## src/rtl/rx_silo_pkg.sv

```systemverilog
package rx_silo_pkg;

   localparam int WORD_W = 16;
   localparam int BYTE_W = 8;
   localparam int TAG_W  = 2;

   typedef struct packed {
      logic              ovr;
      logic              frm;
      logic              par;
      logic [TAG_W-1:0]  line;
      logic [BYTE_W-1:0] data;
   } silo_entry_t;

   localparam int ENTRY_W = $bits(silo_entry_t);

   function automatic logic [WORD_W-1:0] pack_word(input logic valid,
                                                   input silo_entry_t e);
      pack_word = {valid, e.ovr, e.frm, e.par, 2'b00, e.line, e.data};
   endfunction

endpackage

```

## src/rtl/rx_line_scanner.sv

```systemverilog
module rx_line_scanner #(
   parameter int NUM_LINES = 4,
   parameter int TAG_W     = 2
) (
   input  logic                 clk,
   input  logic                 rst_n,
   input  logic                 scan_en,
   input  logic [NUM_LINES-1:0] line_rx_en,
   input  logic [NUM_LINES-1:0] line_avail,
   input  logic                 silo_full,
   output logic                 load,
   output logic [TAG_W-1:0]     load_line,
   output logic [NUM_LINES-1:0] avail_clr
);
   localparam int IDX_W = (NUM_LINES > 1) ? $clog2(NUM_LINES) : 1;
   localparam logic [IDX_W-1:0] LAST = IDX_W'(NUM_LINES - 1);

   logic [IDX_W-1:0] idx;

   generate
      if (NUM_LINES < 2 || NUM_LINES > (1 << TAG_W)) begin : g_bad_lines
         $error("rx_line_scanner: NUM_LINES out of range");
      end
   endgenerate

   always_ff @(posedge clk or negedge rst_n) begin
      if (!rst_n)
         idx <= '0;
      else if (scan_en)
         idx <= (idx == LAST) ? '0 : idx + 1'b1;
   end

   assign load      = scan_en && line_rx_en[idx] && line_avail[idx] && !silo_full;
   assign load_line = TAG_W'(idx);

   always_ff @(posedge clk or negedge rst_n) begin
      if (!rst_n)
         avail_clr <= '0;
      else if (load)
         avail_clr <= NUM_LINES'(1) << idx;
      else
         avail_clr <= '0;
   end

   // scanning is gated by master enable
   a_r1_no_load_idle: assert property (@(posedge clk) disable iff (!rst_n)
      !scan_en |-> !load);
   // one-hot clear pulse follows each load
   a_r2_clr_onehot: assert property (@(posedge clk) disable iff (!rst_n)
      load |=> $onehot(avail_clr));
   a_r2_clr_single: assert property (@(posedge clk) disable iff (!rst_n)
      !load |=> avail_clr == '0);
endmodule

```

## src/rtl/rx_silo_fifo.sv

```systemverilog
module rx_silo_fifo #(
   parameter int DEPTH = 64,
   parameter int WIDTH = 13
) (
   input  logic             clk,
   input  logic             rst_n,
   input  logic             push,
   input  logic [WIDTH-1:0] push_data,
   input  logic             pop,
   output logic [WIDTH-1:0] head,
   output logic             empty,
   output logic             full
);
   localparam int AW = (DEPTH > 1) ? $clog2(DEPTH) : 1;
   localparam int CW = AW + 1;
   localparam bit POW2 = (DEPTH == (1 << AW));
   localparam logic [AW-1:0] LAST = AW'(DEPTH - 1);
   localparam logic [CW-1:0] FULL_CNT = CW'(DEPTH);

   logic [WIDTH-1:0] mem [DEPTH];
   logic [AW-1:0]    wr_ptr, rd_ptr, wr_nxt, rd_nxt;
   logic [CW-1:0]    count;

   generate
      if (DEPTH < 2) begin : g_bad_depth
         $error("rx_silo_fifo: DEPTH must be at least 2");
      end
      if (POW2) begin : g_wrap_nat
         assign wr_nxt = wr_ptr + 1'b1;
         assign rd_nxt = rd_ptr + 1'b1;
      end else begin : g_wrap_cmp
         assign wr_nxt = (wr_ptr == LAST) ? '0 : wr_ptr + 1'b1;
         assign rd_nxt = (rd_ptr == LAST) ? '0 : rd_ptr + 1'b1;
      end
   endgenerate

   assign empty = (count == '0);
   assign full  = (count == FULL_CNT);
   assign head  = mem[rd_ptr];

   always_ff @(posedge clk) begin
      if (push)
         mem[wr_ptr] <= push_data;
   end

   always_ff @(posedge clk or negedge rst_n) begin
      if (!rst_n) begin
         wr_ptr <= '0;
         rd_ptr <= '0;
         count  <= '0;
      end else begin
         if (push) wr_ptr <= wr_nxt;
         if (pop)  rd_ptr <= rd_nxt;
         case ({push, pop})
            2'b10:   count <= count + 1'b1;
            2'b01:   count <= count - 1'b1;
            default: count <= count;
         endcase
      end
   end

   // never written past capacity
   a_r7_no_overflow: assert property (@(posedge clk) disable iff (!rst_n)
      push |-> !full);
   a_r7_count_bound: assert property (@(posedge clk) disable iff (!rst_n)
      count <= FULL_CNT);
   // never read past empty
   a_r6_no_underflow: assert property (@(posedge clk) disable iff (!rst_n)
      pop |-> !empty);
endmodule

```

## src/rtl/rx_silo_alarm.sv

```systemverilog
module rx_silo_alarm #(
   parameter int THRESH = 16
) (
   input  logic clk,
   input  logic rst_n,
   input  logic alarm_en,
   input  logic load,
   input  logic rd,
   output logic alarm
);
   localparam int CNT_W = $clog2(THRESH + 1);
   localparam logic [CNT_W-1:0] LIM    = CNT_W'(THRESH);
   localparam logic [CNT_W-1:0] LIM_M1 = CNT_W'(THRESH - 1);

   logic [CNT_W-1:0] cnt;

   generate
      if (THRESH < 1) begin : g_bad_thresh
         $error("rx_silo_alarm: THRESH must be positive");
      end
   endgenerate

   always_ff @(posedge clk or negedge rst_n) begin
      if (!rst_n) begin
         cnt   <= '0;
         alarm <= 1'b0;
      end else if (!alarm_en || rd) begin
         cnt   <= '0;
         alarm <= 1'b0;
      end else if (load && cnt != LIM) begin
         cnt <= cnt + 1'b1;
         if (cnt == LIM_M1)
            alarm <= 1'b1;
      end
   end

   // either clear source drops the alarm
   a_r9_clear_rd: assert property (@(posedge clk) disable iff (!rst_n)
      rd |=> !alarm);
   a_r9_clear_en: assert property (@(posedge clk) disable iff (!rst_n)
      !alarm_en |=> !alarm);
   // alarm only rises on a counted load
   a_r8_rise_on_load: assert property (@(posedge clk) disable iff (!rst_n)
      $rose(alarm) |-> $past(load));
endmodule

```

## src/rtl/rx_silo_ctrl.sv

```systemverilog
module rx_silo_ctrl
   import rx_silo_pkg::*;
#(
   parameter int NUM_LINES = 4,
   parameter int DEPTH     = 64,
   parameter int ALARM_CNT = 16
) (
   input  logic                        clk,
   input  logic                        rst_n,
   input  logic                        scan_en,
   input  logic [NUM_LINES-1:0]        line_rx_en,
   input  logic [NUM_LINES-1:0]        line_avail,
   input  logic [NUM_LINES*BYTE_W-1:0] line_data,
   input  logic [NUM_LINES-1:0]        line_par_err,
   input  logic [NUM_LINES-1:0]        line_frm_err,
   input  logic [NUM_LINES-1:0]        line_ovr_err,
   input  logic                        alarm_en,
   input  logic                        rd_strobe,
   output logic [NUM_LINES-1:0]        avail_clr,
   output logic [WORD_W-1:0]           rd_word,
   output logic                        rx_done,
   output logic                        alarm
);
   logic             load;
   logic [TAG_W-1:0] load_line;
   logic             silo_full, silo_empty, pop;
   silo_entry_t      new_entry, head_entry;

   rx_line_scanner #(.NUM_LINES(NUM_LINES), .TAG_W(TAG_W)) u_scan (
      .clk        (clk),
      .rst_n      (rst_n),
      .scan_en    (scan_en),
      .line_rx_en (line_rx_en),
      .line_avail (line_avail),
      .silo_full  (silo_full),
      .load       (load),
      .load_line  (load_line),
      .avail_clr  (avail_clr)
   );

   always_comb begin
      new_entry      = '0;
      new_entry.line = load_line;
      for (int k = 0; k < NUM_LINES; k++) begin
         if (load_line == TAG_W'(k)) begin
            new_entry.data = line_data[k*BYTE_W +: BYTE_W];
            new_entry.par  = line_par_err[k];
            new_entry.frm  = line_frm_err[k];
            new_entry.ovr  = line_ovr_err[k];
         end
      end
   end

   assign pop = rd_strobe && !silo_empty;

   rx_silo_fifo #(.DEPTH(DEPTH), .WIDTH(ENTRY_W)) u_silo (
      .clk       (clk),
      .rst_n     (rst_n),
      .push      (load),
      .push_data (new_entry),
      .pop       (pop),
      .head      (head_entry),
      .empty     (silo_empty),
      .full      (silo_full)
   );

   assign rx_done = !silo_empty;

   always_ff @(posedge clk or negedge rst_n) begin
      if (!rst_n)
         rd_word <= '0;
      else if (rd_strobe)
         rd_word <= silo_empty ? '0 : pack_word(1'b1, head_entry);
   end

   rx_silo_alarm #(.THRESH(ALARM_CNT)) u_alarm (
      .clk      (clk),
      .rst_n    (rst_n),
      .alarm_en (alarm_en),
      .load     (load),
      .rd       (rd_strobe),
      .alarm    (alarm)
   );

   // done follows occupancy
   a_r4_done_after_load: assert property (@(posedge clk) disable iff (!rst_n)
      load |=> rx_done);
   // an empty read leaves the silo empty
   a_r6_empty_read: assert property (@(posedge clk) disable iff (!rst_n)
      rd_strobe && !rx_done && !load |=> !rx_done && !rd_word[15]);
   // a read with data yields a valid word
   a_r5_valid_read: assert property (@(posedge clk) disable iff (!rst_n)
      rd_strobe && rx_done |=> rd_word[15]);
   // reserved word bits stay zero
   a_r3_reserved_zero: assert property (@(posedge clk) disable iff (!rst_n)
      rd_word[11:10] == 2'b00);
endmodule

```

## config.mk

```make
export PLATFORM = sky130hd
export DESIGN_NAME = rx_silo_ctrl
export DESIGN_NICKNAME = d
export VERILOG_FILES = /design/src/rtl/rx_silo_pkg.sv /design/src/rtl/rx_line_scanner.sv /design/src/rtl/rx_silo_fifo.sv /design/src/rtl/rx_silo_alarm.sv /design/src/rtl/rx_silo_ctrl.sv
export SDC_FILE = /design/constraint.sdc
export NUM_CORES = 1
export LEC_CHECK = 0
export BUFFER_PORTS_ARGS = -buffer_cell sky130_fd_sc_hd__buf_4
export CORE_MARGIN = 10
export CORE_UTILIZATION = 40
export CTS_CLUSTER_DIAMETER = 30
export DETAILED_ROUTE_END_ITERATION = 10
export GPL_ROUTABILITY_DRIVEN = 0
export PLACE_DENSITY = 0.6
export RECOVER_POWER = 50
export SYNTH_ARGS = -nofsm -noshare
export SYNTH_HDL_FRONTEND = slang
export SYNTH_SLANG_ARGS = --single-unit
```

## constraint.sdc

```tcl
create_clock -name clk -period 17.9 [get_ports clk]
set_clock_uncertainty 0.15 [all_clocks]
set_input_delay 1.79 -clock clk [delete_from_list [all_inputs] [get_ports clk]]
set_output_delay 1.79 -clock clk [all_outputs]
set_load 0.01 [all_outputs]
```

# ---- Word-level counts from Yosys, hierarchy flattened
# Memory sizes are Yosys's and may differ from the RTL's.
# Cells that the tools add are included.
dict set report word_totals {
  reg_bits 47
  ramBits 832
  in_bits 57
  out_inout_bits 22
  word_cells 63
  memories 1
}
# memory depth width read_ports rd_ports_with_merged_regs wr line_no
set mem_list {}
lappend mem_list {u_silo.mem 64 13 1 0 1 rx_silo_fifo.sv:20} ;# logic [WIDTH-1:0] mem [DEPTH];
dict set report op_classes {
  n_addsub 6
  magnitude_cmp 1
  n_eq_ne 8
  n_shift 1
  mux 23
  n_reduce_logical 15
}
# operator count
set ops {}
lappend ops {{8-bit two-way mux} 4}
lappend ops {{16-bit two-way mux} 1}
lappend ops {{7-bit one-hot mux with 2 select lines} 1}
lappend ops {{6-bit by 1-bit adder with 6-bit output (second input constant)} 2}
lappend ops {{3-bit two-way mux} 4}
lappend ops {{5-bit two-way mux} 2}
lappend ops {{7-bit by 1-bit adder with 7-bit output (second input constant)} 1}
lappend ops {{7-bit equality test (second input constant)} 1}
lappend ops {{7-bit zero test} 1}
lappend ops {{1-bit two-way mux} 7}
lappend ops {{7-bit by 1-bit subtractor with 7-bit output (second input constant)} 1}
lappend ops {{2-bit equality test (second input constant)} 3}
lappend ops {{2-bit nonzero test} 3}
lappend ops {{5-bit by 1-bit adder with 5-bit output (second input constant)} 1}
lappend ops {{5-bit by 4-bit equality test with 1-bit output (second input constant)} 1}
lappend ops {{1-bit logical AND} 5}
lappend ops {{5-bit != test (second input constant)} 1}
lappend ops {{1-bit binary-select mux with 2-bit select} 2}
lappend ops {{2-bit by 1-bit equality test with 1-bit output (second input constant)} 2}
lappend ops {{4-bit two-way mux} 1}
lappend ops {{1-bit by 2-bit left shift with 4-bit output (first input constant)} 1}
lappend ops {{1-bit zero test} 3}
lappend ops {{2-bit by 3-bit < comparator with 1-bit output (second input constant)} 1}
lappend ops {{2-bit by 1-bit adder with 2-bit output (second input constant)} 1}
lappend ops {{other kinds (4)} 4}

# ---- Longest topological paths before layout
# Gate-level depths: netlist (run 1).
dict set report logic_depth {
  word_depth 8
  mapped_depth 14
  ltp_nobuf 12
}

# ---- Hierarchy
# Synthesis (run 1) repeated with hierarchy kept, for this count alone.
dict set report unflattened {
  cells_unflattened 1821
  hier_area_um2 34859.7
}
# mod instances cells_per_inst area_per_inst_um2 seq_area_each_um2
set modules_own_cells {}
lappend modules_own_cells {rx_silo_fifo 1 1695 33299.4 25459.4}
lappend modules_own_cells {rx_silo_ctrl 1 63 885.8 350.3}
lappend modules_own_cells {rx_silo_alarm 1 35 360.3 150.1}
lappend modules_own_cells {rx_line_scanner 1 28 314.1 150.1}

# ---- Worst setup path before layout (run 1)
# Ideal clock, no wire load.
dict set report synth_path {
  path_kind {reg2reg}
  startpoint {reg u_scan.idx[1], in the netlist u_scan.load_line[1]}
  endpoint {mem u_silo.mem[0][12], data pin}
  setup_time_ps 702
  t_arrival_ps 4762
  t_required_ps 17048
  slack_ps 12286
  stages_incl_launch_ff 9
  n_path_buf 1
  synth_period_minus_slack_ps 5614
  cell_sequence {dfrtp_1 > inv_1 > ha_1 > nor2b_1 > clkbuf_1 > a22oi_1 > nor2_1 > a21oi_1 > o21ai_0}
}
# item line_no
set synth_lines {}
lappend synth_lines {{start: declaration} rx_line_scanner.sv:18} ;# logic [IDX_W-1:0] idx;
lappend synth_lines {{start signal: assignment} rx_line_scanner.sv:30} ;# idx <= (idx == LAST) ? '0 : idx + 1'b1;
lappend synth_lines {{end: declaration} rx_silo_fifo.sv:20}

==> metrics.md, run 1 <==
| Metric | Value |
|---|---|
| Status | `complete, but fails checks` |
| Failing checks | `capacitance limit, slew limit` |
| Pins over their slew limit | `918` |
| Clk_lat worst skew | `between 0.7 and 0.8 ns` |
| HP Class | `flop to flop` |
| Flop2flop setup slack | `8.50 ns` |
| RSZ-0062 raised after global routing | `no` |
| Hold_sp | `u_alarm.alarm` |
| Hold depth | `2` |
| Crit path max-delay family | `buffers and inverters` |
| Clock tree buffer depth | `3` |
| Critical path required time | `17.65 ns` |
| Gr usage total | `around 19%` |
| Syn_area_per_cell | `approximately 18 um^2` |
| Netlist cell types | `57` |
| Largest net degree at the start of global routing | `approximately 110` |
| Fin crit share | `52.50%` |
| Finished Cell Area | `41900 um^2` |
| Synth-to-layout area growth | `19.96%` |
| Power Density | `190.5 nW/um^2` |
| Worst-path cell chain | `clkbuf_1, inv_1, ha_1, nor2b_1, a22oi_1, nor2_1, a21oi_1, o21ai_4, clkbuf_1` |
| Setup CP Type | `flop to flop` |
| Detailed-route wire length per cell | `27.64 um` |
| CP Max Fanout | `67` |
| Minimum clock period | `between 9 and 10 ns` |
| Reg clk slew, reported paths | `about 0.050 ns` |
| CTS Sinks | `877` |
| Die footprint | `99550 um^2` |
| Fmax | `about 110 MHz` |
| First-pass GRT wire length | `~130 mm` |
| HPWL after detailed placement | `55.50 mm` |
| YS warnings | `0` |
| Hold buffers post-CTS | `0` |
| WL final | `around 93 mm` |
| Postcts setup bufs | `0` |
| Max-cap violations | `15` |
| Most frequent CP cell | `clkbuf_1` |
| Async set-reset flop share out of synthesis | `around 5.1%` |
| Max incr delay on CP | `between 2 and 3 ns` |
| Initial core utilization | `40.27%` |
| M1 GR Usage | `roughly a quarter` |
| Gr ovfl total | `0` |
| Met3 Use GR | `4.753%` |
| Root Buffer Master | `clkbuf_16` |
| Hold endpoint | `u_alarm.alarm` |
| Post-synth EDFFs | `832` |
| CTS resizes | `0` |
| Sequential area share after synthesis | `between 70% and 80%` |
| CP arrival | `9.14 ns` |
| Hold_ws | `0.3909 ns` |
| CP Buf/Inv Count | `3` |
| First-pass detailed-route iteration total | `6` |
| Worst R2R Start | `u_scan.load_line[1]` |
| Die width | `315.5 um` |
| Register bit total from synthesis | `slightly below 900` |
| ANT cells | `0` |
| Vias/cell | `5.678` |
| Reg2reg end | `u_silo.mem[9][1]` |
| Post-Syn Instances | `1948` |
| Worst-Margin Slew | `4.224 ns` |
| Cell leakage power | `~14 nW` |
| CTS tree | `built` |
| Share of layout cells above drive strength 1 | `20.88%` |
| Num CTS Buffers | `157` |
| Slowest CP cell | `clkbuf_1` |
| Nets | `2164` |
| Dpl cells | `3091` |
| Core region area | `86750 um^2` |
| Top FF cell, synth | `edfxtp_1` |
| Post-route ant nets | `0` |
| Die height | `between 300 and 400 um` |
| Final Hold Fails | `0` |
| Row Count | `between 100 and 150` |
| CTS H-Tree Depth | `4` |
| Total power draw | `roughly 0.008 W` |
| Routed vias | `around 19k` |
| # fillers | `about 7.2k` |
| Post-place instance area | `36740 um^2` |
| Port bufs | `76` |
| Starting DRT DRC Count | `2241` |
| CP Launch Type | `flop` |
| Slew HR | `-181.6%` |
| Number of global-route vias before repair | `approximately 19k` |
| Top-level I/O count | `79` |
| Final setup TNS | `0 ns` |
| Crit. End Element | `flop` |
| Most used routing layer | `met2` |
| Mapped Area | `between 30000 and 40000 um^2` |
| DRC | `0` |
| Max rail drop VDD | `between 200 and 250 uV` |
| Initial antenna violation count | `3` |
| Grt met2 use | `between 20% and 30%` |
| Worst-case reg-to-reg path depth | `9` |
| Non-filler instance count after layout | `3377` |
| Final Setup Violations | `0` |
## power breakdown
group          switching, W  internal (W)  leakage [nW]
sequential         0.000150       0.00277          8.13
combinational       0.00149      0.000638          3.61
clock               0.00103       0.00190          2.59
total               0.00267       0.00531          14.3
## metal layers
metal | vias to the layer above | part of all wire (%)
li1 | 8117 | -
met2 | 1081 | 45
met3 | 165 | 10
met4 | 0 | 2.6
met1 | 9811 | 42
met5 | - | 0
## worst max path at each step
stage	from	to	slack (ns)	cells after the start
after floorplan	u_scan.load_line[1]	u_silo.mem[0][12]	12.29	8
after global placement	line_avail[0]	u_silo.mem[25][12]	12.32	7
after detailed placement	line_avail[0]	u_silo.mem[9][12]	12.11	7
after CTS	u_scan.load_line[1]	u_silo.mem[9][6]	12.78	7
after global routing	u_scan.load_line[1]	u_silo.mem[33][0]	7.92	9
final	u_scan.load_line[1]	u_silo.mem[9][1]	8.50	9
## sequential cells by signal, indices dropped and copies added, names as in the netlist
name,cells
u_scan.load_line,2
u_silo.mem,832
rd_word,14
u_alarm.alarm,1
u_silo.rd_ptr,6
u_silo.count,7
u_silo.wr_ptr,6
u_alarm.cnt,5
u_scan.avail_clr,4
## per-stage QoR
step,setup slack [ns],util (%)
after global placement,12.32,42.35
after CTS,12.78,48.47
final,8.503,48.30
after floorplan,12.29,-
after global routing,7.921,48.30
after detailed placement,12.11,42.35
## cell usage after synthesis, drive strengths merged (2+ instances only)
library cell / count / share of area (%)
nor2b: 2 / 0.036
mux2i: 248 / 7.1
mux2: 2 / 0.064
a221oi: 13 / 0.33
edfxtp: 832 / 72
o21a: 2 / 0.043
nor3: 42 / 0.60
nand3b: 7 / 0.16
xnor2: 12 / 0.30
buf: 58 / 1.0
o22ai: 52 / 0.93
or3b: 3 / 0.075
nand3: 6 / 0.086
xor2: 9 / 0.23
a21oi: 57 / 0.82
mux4: 105 / 6.8
a211oi: 2 / 0.043
nand4b: 2 / 0.086
or2: 2 / 0.036
or4b: 3 / 0.086
inv: 14 / 0.16
ha: 12 / 0.43
or3: 16 / 0.30
nand2b: 16 / 0.31
or4: 2 / 0.054
nand2: 57 / 0.64
a32o: 13 / 0.37
a22oi: 24 / 0.52
clkbuf: 58 / 0.62
o211ai: 13 / 0.28
o21ai: 72 / 1.0
nor3b: 2 / 0.043
dfrtp: 45 / 3.2
nor2: 130 / 1.4
nand4: 3 / 0.054
and2: 3 / 0.054
## logic make-up (layout without fill, tap and decap cells)
group	count (synthesis)	count (layout)	synth area share, %
mux	355	355	13.94
fa+ha+maj	12	12	0.4298
compound gates	254	254	4.495
simple gates	298	298	4.069
other cells	1	2	0.01074
flops	877	877	74.74
xor+xnor	21	21	0.5265
buf+inv	130	403	1.784
## worst min-delay path, delay by kind of cell (launching register included)
kind            cells  cell delay, ns
flops               1            0.37
compound gates      1            0.05
simple gates        1            0.08
## placed cells by master (no fill, tap or decap), drive strengths merged, types with 24 or more instances in the layout
master  synthesis  layout
edfxtp        832     832
inv            14      44
o22ai          52      52
buf            58      68
a21oi          57      57
dfrtp          45      45
nor3           42      42
nand2          57      57
mux4          105     105
o21ai          72      72
mux2i         248     248
clkinv          0      57
clkbuf         58     206
nor2          130     130
a22oi          24      24
## final cells by class
cell class	instances	area, um^2	area share (%)
clock buffers	171	4086	9.752
multi-input cells	942	8313	19.84
well taps	1155	1445	3.449
inverters	14	53.80	0.1284
flip-flops and latches	877	26120	62.34
repair buffers	103	654.4	1.562
clock inverters	115	1227	2.929
No activity file was read; power rests on OpenSTA's default activity.
==> run 2: changes to the inputs <==
- PLACE_DENSITY: 0.6 -> 0.62
- clock period: 17.9 -> 8.61 ns (I/O delays scaled with it)
==> run 2 against run 1 <==
The run still ends with capacitance limit, slew limit left. Sequential cell count unchanged. Worst setup slack got worse by 6.1 ns. First-iteration DRC count decreased by 2.8%. Sequential power increased by 100%. Cell count about the same. Highest routed layer unchanged.
==> metrics.md, run 2 (synthesized netlist as in run 1, its figures left out) <==
| Metric | Value |
|---|---|
| Share of layout cells above drive strength 1 | `21.41% (was 20.88%)` |
| Pins over their slew limit | `250 (was 918)` |
| Max reg flops | `832 (unchanged)` |
| Reg2reg end | `rd_word[14] (was u_silo.mem[9][1])` |
| WL final | `91.15 mm (was 93.33 mm)` |
| Post-route ant nets | `0 (unchanged)` |
| Reg clk slew, reported paths | `0.05 ns (about the same)` |
| First-pass detailed-route iteration total | `6 (unchanged)` |
| CP Launch Type | `flop (unchanged)` |
| Power Density | `389.7 nW/um^2 (was 190.5 nW/um^2)` |
| Vias/cell | `5.656 (was 5.678)` |
| HPWL after detailed placement | `54.37 mm (was 55.50 mm)` |
| CP Max Fanout | `39 (was 67)` |
| Gr ovfl total | `0 (unchanged)` |
| Gr usage total | `18.19% (was 18.55%)` |
| Finished Cell Area | `41780 um^2 (was 41900 um^2)` |
| HP Class | `input port to flop (was flop to flop)` |
| Critical path required time | `9.07 ns (was 17.65 ns)` |
| Num CTS Buffers | `151 (was 157)` |
| Post-layout util | `48.16% (was 48.30%)` |
| Largest regs | `u_silo.mem x832, rd_word x14, u_silo.count x7 (unchanged)` |
| Initial antenna violation count | `1 (was 3)` |
| Max-cap violations | `5 (was 15)` |
| Critical path depth in cells | `7 (was 9)` |
| CTS tree | `built (unchanged)` |
| Port bufs | `76 (unchanged)` |
| Hold_sp | `scan_en (was u_alarm.alarm)` |
| Non-filler instance count after layout | `3374 (was 3377)` |
| Die height | `315.5 um (unchanged)` |
| Final setup TNS | `0 ns (unchanged)` |
| Worst-Margin Slew | `4.183 ns (was 4.224 ns)` |
| Register with the most flip-flops | `u_silo.mem (unchanged)` |
| Flop2flop setup slack | `2.40 ns (was 8.50 ns)` |
| CTS Sinks | `877 (unchanged)` |
| Fin crit share | `72.12% (was 52.50%)` |
| Routed vias | `19.09k (was 19.17k)` |
| Initial core utilization | `40.27% (unchanged)` |
| CP Buf/Inv Count | `2 (was 3)` |
| Row Count | `108 (unchanged)` |
| Crit path max-delay family | `buffers and inverters (unchanged)` |
| Final Hold Fails | `0 (unchanged)` |
| Final Setup Violations | `0 (unchanged)` |
| Detailed-route wire length per cell | `27.02 um (was 27.64 um)` |
| CP arrival | `6.67 ns (was 9.14 ns)` |
| Core region area | `86750 um^2 (unchanged)` |
| Slew HR | `-178.9% (was -181.6%)` |
| Die footprint | `99550 um^2 (unchanged)` |
| Hold endpoint | `u_scan.load_line[1] (was u_alarm.alarm)` |
| Max incr delay on CP | `1.84 ns (was 2.98 ns)` |
| Minimum clock period | `6.209 ns (was 9.397 ns)` |
| DRC | `0 (unchanged)` |
| ANT cells | `0 (unchanged)` |
| RSZ-0062 raised after global routing | `no (unchanged)` |
| Most frequent CP cell | `clkbuf_1 (unchanged)` |
| Slowest CP cell | `clkbuf_1 (unchanged)` |
| Worst R2R Start | `u_silo.rd_ptr[1] (was u_scan.load_line[1])` |
| Clk_lat worst skew | `0.72 ns (about the same)` |
| Worst-path cell chain | `clkbuf_1, clkbuf_1, mux4_2, mux2i_1, a21oi_1, or3_1, a32o_1 (was clkbuf_1, inv_1, ha_1, nor2b_1, a22oi_1, nor2_1, a21oi_1, o21ai_4, clkbuf_1)` |
| Worst-case reg-to-reg path depth | `7 (was 9)` |
| Starting DRT DRC Count | `2178 (was 2241)` |
| Dpl cells | `3095 (was 3091)` |
| Setup CP Type | `flop to flop (unchanged)` |
| Post-place instance area | `36770 um^2 (was 36740 um^2)` |
| Status | `complete, but fails checks (unchanged)` |
| CTS resizes | `0 (unchanged)` |
| Failing checks | `capacitance limit, slew limit (unchanged)` |
| Postcts setup bufs | `0 (unchanged)` |
| Clock tree buffer depth | `3 (unchanged)` |
| Synth-to-layout area growth | `19.59% (was 19.96%)` |
| Largest net degree at the start of global routing | `76 (was 109)` |
| Hold buffers post-CTS | `0 (unchanged)` |
| Crit. End Element | `flop (unchanged)` |
| Fmax | `161.0 MHz (was 106.4 MHz)` |
| Number of global-route vias before repair | `19.18k (was 19.07k)` |
| Nets | `2162 (was 2164)` |
| CTS H-Tree Depth | `4 (unchanged)` |
| Max rail drop VDD | `354.8 uV (was 210.8 uV)` |
| Most common cell after layout, fill and taps aside | `edfxtp_1 (unchanged)` |
| Hold depth | `2 (unchanged)` |
| # fillers | `7150 (was 7174)` |
| Top-level I/O count | `79 (unchanged)` |
| Cell leakage power | `14.25 nW (was 14.32 nW)` |
| Die width | `315.5 um (unchanged)` |
| Commonest cells after routing, fill and taps aside | `edfxtp_1, mux2i_1, clkbuf_16, nor2_1, mux4_2 (unchanged)` |
| First-pass GRT wire length | `132.6 mm (was 133.9 mm)` |
| Root Buffer Master | `clkbuf_16 (unchanged)` |
run 2: layout make-up:
| type | instances | area [um^2] | share of cell area (%) |
|---|---|---|---|
| repair buffers | 107 | 721.9 | 1.728 |
| well taps | 1155 | 1445 | 3.459 |
| clock buffers | 165 | 3882 | 9.293 |
| flip-flops and latches | 877 | 26130 | 62.54 |
| multi-input cells | 942 | 8303 | 19.87 |
| inverters | 14 | 53.80 | 0.1288 |
| clock inverters | 114 | 1245 | 2.980 |
run 2: through the flow:
stage / setup slack, ns / power, W / hold slack [ns]
2_1_floorplan: 2.996 / 0.008560 / 0.3538
3_3_place_gp: 3.946 / 0.01032 / 0.3798
3_5_place_dp: 3.796 / 0.01040 / 0.3871
4_1_cts: 4.243 / 0.01634 / 0.007538
5_1_grt: 2.180 / 0.01681 / 0.2023
6_report: 2.401 / 0.01628 / 0.2147
run 2: how the worst max path moves through the flow:
stage | from | to | slack [ns]
CTS | u_scan.load_line[0] | u_silo.mem[41][4] | 4.24
global placement | line_avail[0] | u_silo.mem[57][11] | 3.95
floorplan | u_scan.load_line[1] | u_silo.mem[0][12] | 3.00
global route | u_silo.rd_ptr[1] | rd_word[8] | 2.18
finish | u_silo.rd_ptr[1] | rd_word[14] | 2.40
detailed placement | line_avail[0] | u_silo.mem[57][12] | 3.80
run 2: routing by layer:
| layer | part of all wire [%] | global-route usage [%] | wire length (um) | up-vias |
|---|---|---|---|---|
| met5 | 0 | 0 | 0 | - |
| met4 | 3.2 | 6.981 | 2894 | 0 |
| met3 | 9.4 | 4.995 | 8593 | 191 |
| met2 | 45 | 26.90 | 40700 | 981 |
| met1 | 43 | 25.43 | 38960 | 9807 |
| li1 | - | - | - | 8106 |
run 2: where the power goes:
group	switching [W]	internal (W)
registers	0.000258	0.00562
logic	0.00307	0.00137
clock network	0.00214	0.00382
total	0.00546	0.0108
